===== config.mk =====
export PLATFORM = sky130hd
export DESIGN_NAME = stereo_serial_rx
export DESIGN_NICKNAME = d
export VERILOG_FILES = /design/src/rtl/stereo_serial_rx.sv
export SDC_FILE = /design/constraint.sdc
export NUM_CORES = 1
export LEC_CHECK = 0
export ABC_AREA = 1
export BUFFER_PORTS_ARGS = -buffer_cell sky130_fd_sc_hd__buf_2
export CAP_MARGIN = 10
export CELL_PAD_IN_SITES_DETAIL_PLACEMENT = 1
export CELL_PAD_IN_SITES_GLOBAL_PLACEMENT = 1
export CORE_ASPECT_RATIO = 0.7
export CORE_MARGIN = 2
export CORE_UTILIZATION = 47
export CTS_CLUSTER_SIZE = 25
export DETAILED_ROUTE_END_ITERATION = 8
export PLACE_DENSITY = 0.85
export SLEW_MARGIN = 20
export SYNTH_ARGS = -nofsm -noshare
export SYNTH_HDL_FRONTEND = slang
export SYNTH_SLANG_ARGS = --single-unit

===== constraint.sdc =====
create_clock -name clk -period 5.5 [get_ports clk]
set_input_delay 0.275 -clock clk [delete_from_list [all_inputs] [get_ports clk]]
set_output_delay 0.275 -clock clk [all_outputs]
set_load 0.01 [all_outputs]

===== src/rtl/stereo_serial_rx.sv =====
module stereo_serial_rx #(
  parameter int WORD_W = 20
) (
  input  logic              clk,
  input  logic              rst_n,
  input  logic [2:0]        mode_i,
  input  logic              bclk_i,
  input  logic              wclk_i,
  input  logic              sd_a_i,
  input  logic              sd_b_i,
  output logic [WORD_W-1:0] left_o,
  output logic [WORD_W-1:0] right_o,
  output logic              valid_o,
  output logic              test_o
);
  localparam int CW = $clog2(2 * WORD_W + 1);

  logic              bclk_q, wclk_q, busy;
  logic [2:0]        mode_q;
  logic [CW-1:0]     cnt;
  logic [WORD_W-1:0] sh_l, sh_r;

  function automatic logic [CW-1:0] res_of(input logic [1:0] r);
    case (r)
      2'b00:   return CW'(WORD_W - 4);
      2'b01:   return CW'(WORD_W - 2);
      default: return CW'(WORD_W);
    endcase
  endfunction

  wire rise      = bclk_i & ~bclk_q;
  wire wfall     = rise & wclk_q & ~wclk_i;
  wire live_test = &mode_i[1:0];
  wire [2:0] cur = wfall ? mode_i : mode_q;
  wire go        = wfall ? ~live_test : busy;
  wire single    = cur[2];

  wire [CW-1:0] idx  = wfall ? '0 : cnt;
  wire [CW-1:0] nres = res_of(cur[1:0]);
  wire [CW-1:0] last = single ? ((nres << 1) - 1'b1) : (nres - 1'b1);
  wire [CW-1:0] pad  = CW'(WORD_W) - nres;

  wire to_right = single & (idx >= nres);
  wire take_l   = go & rise & ~to_right;
  wire take_r   = go & rise & (~single | to_right);
  wire done     = go & rise & (idx == last);
  wire bit_r    = single ? sd_a_i : sd_b_i;

  wire [WORD_W-1:0] nl = {sh_l[WORD_W-2:0], sd_a_i};
  wire [WORD_W-1:0] nr = {sh_r[WORD_W-2:0], bit_r};
  wire [WORD_W-1:0] cl = take_l ? nl : sh_l;
  wire [WORD_W-1:0] cr = take_r ? nr : sh_r;

  always_ff @(posedge clk or negedge rst_n) begin
    if (!rst_n) begin
      bclk_q  <= 1'b0;
      wclk_q  <= 1'b0;
      busy    <= 1'b0;
      mode_q  <= '0;
      cnt     <= '0;
      sh_l    <= '0;
      sh_r    <= '0;
      left_o  <= '0;
      right_o <= '0;
      valid_o <= 1'b0;
      test_o  <= 1'b0;
    end else begin
      bclk_q  <= bclk_i;
      valid_o <= 1'b0;
      test_o  <= live_test;
      if (rise) begin
        wclk_q <= wclk_i;
        busy   <= go & ~done;
      end
      if (wfall) mode_q <= mode_i;
      if (go & rise) cnt <= idx + 1'b1;
      if (take_l) sh_l <= nl;
      if (take_r) sh_r <= nr;
      if (done & ~live_test) begin
        left_o  <= cl << pad;
        right_o <= cr << pad;
        valid_o <= 1'b1;
      end
    end
  end
endmodule



==> impl_results.md <==
- Setup TNS: 0 ns
- Tcrit/Tclk final: 0.7539
- EDFF count, synth: 0
- Slew Viols, Final: 0
- Crit Path Max Fanout: 36
- Worst R2R Setup Slack: 1.35 ns
- Worst Path Class, Setup: reg2reg
- Row count: 31
- Via density: 5.637
- Post-Syn Instances: 635
- Top post-synthesis cells by area: dfrtp_1 48%, nand2_1 18%, nand3_1 16%
- Post-synth top area share: 0.4791
- Die Wd: 126.2 µm
- Gr usage total: 0.2632
- Maximum VDD drop: 0.1887 mV
- Global-route wire length before repair: 23380 µm
- Ys async rst share: 1.000
- WHS: 0.1058 ns
- Vias: 4549
- Top FF cell, synth: dfrtp_1
- Synth Area in XOR/XNOR: 0.003568
- Final setup violation count: 0
- Leak: 3.064 nW
- Htree depth: 3
- Worst setup EP type: flop
- Compound-gate portion of the synthesized area: 0.02727
- CTS tree: yes
- Inserted Clock Buffers: 9
- Post-Synth Simple-Gate Area: 0.4200
- Synthesized area: 4910 µm²
- Yosys top cell by area: dfrtp_1
- Crit-path cells: inv_2 -> nor2_2 -> nand2_2 -> nand2_1 -> nand2_1 -> nand2_4 -> inv_4 -> ha_1 -> nand2_1 -> nand2_1 -> nand2_1 -> nand3_1 -> nand2_1 -> nand2_1 -> nand3_1 -> nand2_1 -> inv_1 -> nand2_1 -> nand2_1
- Pre-Repair DR Iteration Count: 4
- Final total power: 2.361 mW
- Hold Crit Class: in2reg
- Clk_lat worst skew: 0.34 ns
- Mapped Avg Cell Area: 7.732 µm²
- Final HPWL DP: 9496 µm
- Resized Gates After CTS: 0
- Hold Vio Cnt, Final: 0
- Clock root cell: clkbuf_16
- CP max-delay cell: nand2_1
- Cell mode on critical path: nand2_1
- Top post-synthesis cells by count: 235 x nand2_1, 159 x nand3_1, 94 x dfrtp_1
- Max-cap violation count: 0
- RSZ-0062 raised after global routing: false
- Most frequent cell after synthesis: nand2_1
- Status: finished clean
- Critical path arrival: 4.43 ns
- Startpoint types: flop
- Grt ovf: 0
- Largest net degree at the start of global routing: 73
- Achievable Freq: 0.2412 GHz
- Worst-Margin Slew: 1.083 ns
- Synthesis-to-finish area growth: 12.00%
- IO buf count: 50
- Number of warnings issued by yosys: 0
- # IOs: 51
- Final ANT Viol Nets: 0
- Die Height: 89.51 µm
- Share of layout cells above drive strength 1: 0.1363
- Critical path's largest stage delay: 0.79 ns
- Die Area: 11290 µm²
- Combinational family with the most area after synthesis: simple AND/OR/NAND/NOR gates
- Yosys cell types: 30
- Clock Pin Slew Worst Setup and Hold Paths: 0.06 ns
- Critical Path RT: 5.78 ns
- Power density over the cells: 429.4 nW/µm²
- Core area: 10240 µm²
- Initial antenna violation count: 0
- Drt drc: 0
- Multiplexer share of the synthesized area: 0
- Gpl congestion: 0.8664
- Clock Tree Buf Depth: 2
- Via count of the first global-routing pass: 4631
- FF+latch count, synth: 94
- # clock sinks: 94
- Synthesized net count: 648
- Starting DRT DRC Count: 313
- Layout Nets: 684
- Starting Density: 0.4795
- Worst rel slew slack: 0.2732
- Detailed Route WL: 14080 µm
- Post-Synth Adder-Cell Area: 0.01019
- DR WL/cell: 17.45 µm
- Fin crit period: 4.146 ns
- Register area share after synthesis: 0.4791
- Worst Clk Skew: 0.005913 ns
- Filler Cell Count: 1315
- Diode count: 0
==> logic make-up after synthesis <==
group,after synthesis
simple gates,444
compound gates,26
xor+xnor,2
fa+ha+maj,4
flops,94
buf+inv,65
==> final timing paths <==
path	start	end	depth (start not counted)
max	wclk_q	right_o[18]	19
min	bclk_i	bclk_q	1
max reg2reg	wclk_q	right_o[18]	19
min reg2reg	left_o[19]	left_o[19]	2
max in group asynchronous	rst_n	right_o[11]	3
min in group asynchronous	rst_n	left_o[19]	2
==> worst max-delay path: cells and delay by family (launching register included) <==
family                     cells  cell delay [ns]
adders and majority gates      1             0.31
buffers and inverters          3             0.50
DFF                            1             0.41
and+or+nand+nor               15             2.84
==> stage by stage <==
step	instance area, µm²	setup slack (ns)	cells	util
after floorplan	4910	2.970	635	-
after global placement	5197	1.596	791	0.5076
after detailed placement	5197	1.436	791	0.5076
after CTS	5499	1.389	807	0.5370
after global routing	5499	0.9071	807	0.5370
final	5499	1.354	807	0.5370
==> sequential cells by signal, summed over array words and instances, names as in the netlist, 3 cells and up <==
register	count
sh_r	20
left_o	20
cnt	6
right_o	20
mode_q	3
sh_l	20
==> layer usage <==
layer / share of wire / global-route usage / vias up
li1: - / - / 2166
met1: 0.47 / 0.3443 / 2293
met2: 0.49 / 0.4614 / 76
met3: 0.035 / 0.04668 / 14
met4: 0.010 / 0.06893 / 0
met5: 0 / 0 / -
==> report_power, final <==
part,leakage (nW),total (mW),switching (mW),internal (mW)
combinational,1.66,0.823,0.558,0.265
clock,0.135,0.627,0.264,0.363
sequential,1.27,0.911,0.0802,0.831
==> cell usage in the layout, fill, tap and decap left out, types with 4 or more instances in the layout <==
cell,count
ha_1,4
nand2_2,6
clkbuf_16,9
nor2_1,8
nand2_1,235
buf_2,49
a21oi_1,4
buf_4,5
dfrtp_1,94
inv_1,28
nand3_1,159
inv_2,5
o21ai_1,16
and2_1,4
nand2_4,5
nand4_1,15
o21ai_0,4
==> area by class of cell <==
type,count,area (µm²),share of cell area
Timing Repair Buffer,55,292.8,0.05324
Clock inverter,3,45.04,0.008191
Tap cell,132,165.2,0.03003
Inverter,35,133.9,0.02435
Clock buffer,12,246.5,0.04482
Sequential cell,94,2352,0.4278
Multi-Input combinational cell,476,2263,0.4116
==> what timing repair did <==
action                    in CTS  in global routing
buffers inserted               0                  0
hold buffers                   1                  0
hold endpoints to repair      22                  0
Power figures use the tool's default switching activity.
